`src/rtl/grp_pkg.sv`:
```
package grp_pkg;
  typedef enum logic [1:0] {
    CLS_PLAIN = 2'd0,
    CLS_BR    = 2'd1,
    CLS_PBR   = 2'd2,
    CLS_FP    = 2'd3
  } cls_e;

  typedef struct packed {
    logic       last;
    logic       first;
    logic [1:0] crack;
    cls_e       cls;
  } ctrl_t;

  localparam int CTRL_W = $bits(ctrl_t);
endpackage

```
`src/rtl/grp_slot_rule.sv`:
```
// History-free legality and termination of one slot position.
module grp_slot_rule import grp_pkg::*; #(
  parameter int GRP_W      = 8,
  parameter int SLOT       = 0,
  parameter int PB_SLOT_ST = 5,
  parameter int PB_SLOT_MT = 3
) (
  input  ctrl_t ctrl_i,
  input  logic  mt_i,
  output logic  pos_ok_o,
  output logic  ends_o,
  output logic  is_br_o,
  output logic  is_fp_o
);
  localparam int MT_W    = GRP_W / 2;
  localparam int HALF_ST = GRP_W / 2;
  localparam int HALF_MT = MT_W / 2;
  localparam bit FIT_MT  = SLOT < MT_W;
  localparam bit LOW_ST  = SLOT < HALF_ST;
  localparam bit LOW_MT  = SLOT < HALF_MT;
  localparam bit PB_ST   = SLOT == PB_SLOT_ST;
  localparam bit PB_MT   = SLOT == PB_SLOT_MT;

  logic pbr_bad, c2_bad;

  assign is_br_o = ctrl_i.cls == CLS_BR;
  assign is_fp_o = ctrl_i.cls == CLS_FP;
  assign ends_o  = ctrl_i.last || (ctrl_i.crack == 2'd3);

  assign pbr_bad = (ctrl_i.cls == CLS_PBR) && !(mt_i ? PB_MT : PB_ST);
  assign c2_bad  = (ctrl_i.crack == 2'd2) && !(mt_i ? LOW_MT : LOW_ST);

  generate
    if (SLOT == 0) begin : g_head
      // slot 0 is exempt: guarantees forward progress
      assign pos_ok_o = 1'b1;
    end else begin : g_body
      assign pos_ok_o = !ctrl_i.first && !pbr_bad && !c2_bad && !(mt_i && !FIT_MT);
    end
  endgenerate
endmodule

```
`src/rtl/grp_scan.sv`:
```
// Serial in-order scan: counts branches/non-branches and closes the group.
module grp_scan #(
  parameter int GRP_W  = 8,
  parameter int NB_MAX = 6,
  parameter int BR_MAX = 2,
  parameter int CNT_W  = $clog2(GRP_W + 1)
) (
  input  logic [GRP_W-1:0] pos_ok_i,
  input  logic [GRP_W-1:0] ends_i,
  input  logic [GRP_W-1:0] is_br_i,
  input  logic [GRP_W-1:0] is_fp_i,
  input  logic [CNT_W-1:0] cnt_i,
  output logic [CNT_W-1:0] take_o
);
  logic             open;
  logic             seen_br;
  logic             ok;
  logic [CNT_W-1:0] nb, br, take;

  always_comb begin
    open    = 1'b1;
    seen_br = 1'b0;
    ok      = 1'b0;
    nb      = '0;
    br      = '0;
    take    = '0;
    for (int i = 0; i < GRP_W; i++) begin
      if (open && (CNT_W'(i) < cnt_i)) begin
        ok = pos_ok_i[i]
             && !(is_fp_i[i] && seen_br)
             && !(!is_br_i[i] && (nb == CNT_W'(NB_MAX)))
             && !(is_br_i[i] && (br == CNT_W'(BR_MAX)));
        if (ok) begin
          take = take + 1'b1;
          if (is_br_i[i]) begin
            br      = br + 1'b1;
            seen_br = 1'b1;
          end else begin
            nb = nb + 1'b1;
          end
          if (ends_i[i] || (br == CNT_W'(BR_MAX))) open = 1'b0;
        end else begin
          open = 1'b0;
        end
      end
    end
    take_o = take;
  end
endmodule

```
`src/rtl/grp_out_reg.sv`:
```
module grp_out_reg #(
  parameter int GRP_W  = 8,
  parameter int CTRL_W = 6,
  parameter int TAG_W  = 8,
  parameter int CNT_W  = $clog2(GRP_W + 1)
) (
  input  logic                    clk_i,
  input  logic                    rst_ni,
  input  logic                    en_i,
  input  logic                    load_i,
  input  logic [CNT_W-1:0]        take_i,
  input  logic [GRP_W*CTRL_W-1:0] ctrl_i,
  input  logic [GRP_W*TAG_W-1:0]  tag_i,
  output logic                    valid_o,
  output logic [GRP_W-1:0]        mask_o,
  output logic [GRP_W*CTRL_W-1:0] ctrl_o,
  output logic [GRP_W*TAG_W-1:0]  tag_o
);
  logic [GRP_W-1:0] mask_d;

  always_comb begin
    for (int i = 0; i < GRP_W; i++) mask_d[i] = CNT_W'(i) < take_i;
  end

  always_ff @(posedge clk_i or negedge rst_ni) begin
    if (!rst_ni) begin
      valid_o <= 1'b0;
      mask_o  <= '0;
      ctrl_o  <= '0;
      tag_o   <= '0;
    end else if (en_i) begin
      valid_o <= load_i;
      if (load_i) begin
        mask_o <= mask_d;
        ctrl_o <= ctrl_i;
        tag_o  <= tag_i;
      end
    end
  end
endmodule

```
`src/rtl/grp_former.sv`:
```
module grp_former import grp_pkg::*; #(
  parameter int GRP_W      = 8,
  parameter int TAG_W      = 8,
  parameter int NB_MAX     = 6,
  parameter int BR_MAX     = 2,
  parameter int PB_SLOT_ST = 5,
  parameter int PB_SLOT_MT = 3,
  localparam int CNT_W     = $clog2(GRP_W + 1)
) (
  input  logic                    clk_i,
  input  logic                    rst_ni,
  input  logic                    mt_i,
  input  logic                    in_valid_i,
  output logic                    in_ready_o,
  input  logic [CNT_W-1:0]        win_cnt_i,
  input  logic [GRP_W*CTRL_W-1:0] win_ctrl_i,
  input  logic [GRP_W*TAG_W-1:0]  win_tag_i,
  output logic [CNT_W-1:0]        take_o,
  output logic                    grp_valid_o,
  input  logic                    grp_ready_i,
  output logic [GRP_W-1:0]        grp_mask_o,
  output logic [GRP_W*CTRL_W-1:0] grp_ctrl_o,
  output logic [GRP_W*TAG_W-1:0]  grp_tag_o
);
  logic [GRP_W-1:0] pos_ok, ends, is_br, is_fp;
  logic [CNT_W-1:0] take;
  logic             fire;

  for (genvar s = 0; s < GRP_W; s++) begin : g_slot
    grp_slot_rule #(
      .GRP_W(GRP_W), .SLOT(s), .PB_SLOT_ST(PB_SLOT_ST), .PB_SLOT_MT(PB_SLOT_MT)
    ) u_rule (
      .ctrl_i  (ctrl_t'(win_ctrl_i[s*CTRL_W +: CTRL_W])),
      .mt_i    (mt_i),
      .pos_ok_o(pos_ok[s]),
      .ends_o  (ends[s]),
      .is_br_o (is_br[s]),
      .is_fp_o (is_fp[s])
    );
  end

  grp_scan #(.GRP_W(GRP_W), .NB_MAX(NB_MAX), .BR_MAX(BR_MAX), .CNT_W(CNT_W)) u_scan (
    .pos_ok_i(pos_ok),
    .ends_i  (ends),
    .is_br_i (is_br),
    .is_fp_i (is_fp),
    .cnt_i   (win_cnt_i),
    .take_o  (take)
  );

  assign in_ready_o = !grp_valid_o || grp_ready_i;
  assign fire       = in_valid_i && (win_cnt_i != '0);
  assign take_o     = (fire && in_ready_o) ? take : '0;

  grp_out_reg #(.GRP_W(GRP_W), .CTRL_W(CTRL_W), .TAG_W(TAG_W), .CNT_W(CNT_W)) u_out (
    .clk_i  (clk_i),
    .rst_ni (rst_ni),
    .en_i   (in_ready_o),
    .load_i (fire),
    .take_i (take),
    .ctrl_i (win_ctrl_i),
    .tag_i  (win_tag_i),
    .valid_o(grp_valid_o),
    .mask_o (grp_mask_o),
    .ctrl_o (grp_ctrl_o),
    .tag_o  (grp_tag_o)
  );
endmodule

```
`config.mk`:
```
export PLATFORM = sky130hd
export DESIGN_NAME = grp_former
export DESIGN_NICKNAME = d
export VERILOG_FILES = /design/src/rtl/grp_pkg.sv /design/src/rtl/grp_slot_rule.sv /design/src/rtl/grp_scan.sv /design/src/rtl/grp_out_reg.sv /design/src/rtl/grp_former.sv
export SDC_FILE = /design/constraint.sdc
export NUM_CORES = 1
export LEC_CHECK = 0
export BUFFER_PORTS_ARGS = -buffer_cell sky130_fd_sc_hd__buf_4
export CELL_PAD_IN_SITES_DETAIL_PLACEMENT = 1
export CELL_PAD_IN_SITES_GLOBAL_PLACEMENT = 2
export CORE_MARGIN = 4
export CORE_UTILIZATION = 30
export CTS_CLUSTER_SIZE = 30
export DETAILED_ROUTE_END_ITERATION = 8
export GPL_TIMING_DRIVEN = 0
export PLACE_DENSITY = 0.88
export SYNTH_ARGS = -nofsm -noshare
export SYNTH_HDL_FRONTEND = slang
export SYNTH_SLANG_ARGS = --single-unit
```
`constraint.sdc`:
```
create_clock -name clk_i -period 10.05 [get_ports clk_i]
set_input_delay 0.5025 -clock clk_i [delete_from_list [all_inputs] [get_ports clk_i]]
set_output_delay 0.5025 -clock clk_i [all_outputs]
set_load 0.01 [all_outputs]
```
==> results.txt <==
Die Ht -> 177 um
Worst supply voltage drop on vdd -> 0.0744 mV
Width of the die -> 177 um
R2R Path End -> u_out.ctrl_o[39]
Ports -> 247
Layout cells sized above 1 -> 27.2%
CTS Hold Bufs -> 0
Cell leakage power -> 5.64 nW
Synth Cell Area -> 8610 um2
Max Transition Viols Final -> 0
Routed vias -> 9,457
Asr flop ratio synth -> 100%
Mapped Nets -> 1,267
H-Tree Depth -> 4
CTS tree -> built
Relative slew slack -> 9.57%
Initial DRC count -> 511
Final setup TNS -> 0 ns
Tmin final -> 9.64 ns
#FFs+latches synth -> 121
Vias in the first global route -> 9,866
Core box area -> 28,100 um2
Post-synth EDFFs -> 0
Distinct cells, synth -> 92
Yosys top cell area share -> 35.2%
Worst Setup SP -> win_cnt_i[3]
# port buffers -> 243
Cells after Synth -> 1,116
Max_cap viols -> 0
ANT nets after route -> 0
Fmax -> 0.104 GHz
Drt wl/cell -> 20.5 um
Hold Path Class -> in -> async
Total gr overflow -> 0
Row cnt -> 61
Final setup violation count -> 0
Slew @ Worst Pin -> 1.35 ns
Routed WL -> 36,600 um
Synth area leaders -> dfrtp_1 35%, nand2_1 17%, ha_1 4.4%, nand3_1 2.4%, xnor2_1 2.3%
Worst setup SP type -> primary input
Finished Layout Cells -> 1,785
Share of the yosys chip area belonging to registers -> 35.2%
R2R depth -> 7
Gpl congestion -> 0.901
Clock Path Buffers -> 2
Die Footprint -> 31,500 um2
Clock Latency Late Sink -> 0.42 ns
Clock tree sinks -> 121
Outcome -> completed
Pwr Total -> 1.64 mW
CP top delay family -> simple AND/OR/NAND/NOR gates
Slowest-stage cell, CP -> or4_4
Crit path top cell by count -> buf_4
Critical path class -> in -> out
Hold Fails Final Rpt -> 0
Worst Setup End Kind -> output pin
Average cell area after synthesis -> 7.72 um2
Area occupied by multi-input gates -> 5540 um2
Gr usage total -> 22.4%
DR vias/cell -> 5.30
Top FF cell, synth -> dfrtp_1
Nets -> 1,545
Worst Path Max Fanout -> 10
Clk_skew -> 0.0106 ns
Crit path DAT -> 9.14 ns
First-pass GRT wire length -> 55,600 um
Layout overhead on the synthesized area -> 38.5%
Worst R2R Setup Slack -> 7.58 ns
Placed Instances -> 1,738
Power density cells -> 137 nW/um2
RR Startpoint -> u_out.valid_o
Final period util -> 96.0%
Fill count -> 3,483
Crit path buf inv count -> 11
Dominant cell type by area after synthesis -> dfrtp_1
Synth warn -> 0
Worst-path clk slew -> 0.06 ns
Num CTS Buffers -> 17
FF+latch area -> 3030 um2
Post-DP HPWL -> 29,100 um
Number of remaining DRC errors -> 0
Clock root buffer -> clkbuf_16
Drt pass-1 iters -> 5
Largest stage delay on the critical path -> 0.53 ns
Data required time at the worst endpoint -> 9.55 ns
Initial antenna violation count -> 1
Starting density of the core -> 30.7%
Largest net degree at the start of global routing -> 74
## cells in the mapped netlist (4+ instances only)
library cell	n
o31ai_1	8
a211oi_1	5
or4_1	7
o41ai_1	4
nor3_1	36
nor2_1	44
mux2_2	7
nand2_1	399
nand3_1	42
or3_1	14
nor2b_1	11
nor4_1	17
xnor2_1	23
nor4b_1	5
o21ai_0	27
dfrtp_1	121
inv_1	39
a21oi_1	16
a31oi_1	9
ha_1	30
a41oi_1	5
mux2i_1	9
and4_1	5
clkbuf_1	39
o211ai_1	8
nand4_1	24
o32ai_1	4
and2_1	6
and3_1	16
a21o_1	7
or2_2	4
inv_2	4
o21ai_1	9
a2bb2oi_1	4
nand2b_1	12
## placed cells by master (no fill, tap or decap), types with 8 or more instances in the layout
cell	instances
nand4_1	24
ha_1	27
o211ai_1	8
nor2_1	39
xnor2_1	16
and3_1	15
a31oi_1	9
clkbuf_16	17
nor3_1	35
o21ai_0	26
o21ai_1	9
inv_1	39
dfrtp_1	121
nor4_1	16
nor2b_1	11
nand2_1	396
clkbuf_1	34
buf_4	261
or3_1	14
nand3_1	39
nand2b_1	12
a21oi_1	14
o31ai_1	8
## worst reg2reg max path, stage by stage, from the launching register on
cell and delay (ns):
dfrtp_1 0.38, nand2b_1 0.14, and3_1 0.17, clkbuf_1 0.35, clkbuf_1 0.57, clkbuf_1 0.53
nand2_1 0.16, nand2_1 0.10
## per-layer routing
layer | share of wire [%] | vias up | global-route usage, %
li1 | - | 4453 | -
met1 | 42 | 4661 | 27.2
met2 | 50 | 290 | 40.1
met3 | 6.2 | 53 | 3.75
met4 | 2.7 | 0 | 7.44
met5 | 0 | - | 0
## state kept, by name, summed over array words and instances (netlist names)
register	flops
u_out.mask_o	8
u_out.valid_o	1
u_out.tag_o	64
u_out.ctrl_o	48
## layout make-up
class                   instances  area share (%)
multi-input cells             906            46.4
flip-flops and latches        121            25.4
repair buffers                262            16.7
well taps                     378            3.96
clock buffers                  17            3.57
plain buffers                  42            1.52
inverters                      44            1.38
clock inverters                14            1.05
diodes                          1          0.0210
## where the power goes
group / switching, mW / internal [mW]
logic: 0.269 / 0.201
clock network: 0.236 / 0.339
registers: 0.0388 / 0.556
## per-stage QoR
step	worst slack (ns)	hold WS, ns	util (%)	cell area [um2]
after floorplan	0.634	0.207	-	8610
after global placement	-1.31	0.455	38.8	10900
after detailed placement	-1.38	0.463	39.0	10900
after CTS	0.000130	0.0432	41.6	11700
after global routing	-0.0122	0.0548	42.5	11900
final	0.405	0.0224	42.5	11900
## repair_timing
item,4_1_cts,5_1_grt
buffers inserted,11,7
endpoints found under the setup margin,12,11
gates resized for setup,20,40
gates cloned,0,0
pin swaps,6,5
## worst max-delay path by stage
stage,depth (start not counted),to,slack [ns]
floorplan,43,take_o[2],0.63
global placement,44,take_o[2],-1.31
detailed placement,44,take_o[2],-1.38
CTS,42,take_o[2],0.0001
global route,46,take_o[2],-0.01
finish,44,take_o[2],0.41
## logic make-up after synthesis
kind of cell               count (synthesis)  synth area share, %
DFF                                      121                 35.2
adders and majority gates                 30                 4.36
xor gates and xnor gates                  27                 2.83
muxes                                     17                 2.14
and+or+nand+nor                          669                 36.5
AOI/OAI and AO/OA                        163                 14.9
buffers and inverters                     89                 4.10
No activity file was read; power rests on OpenSTA's default activity.
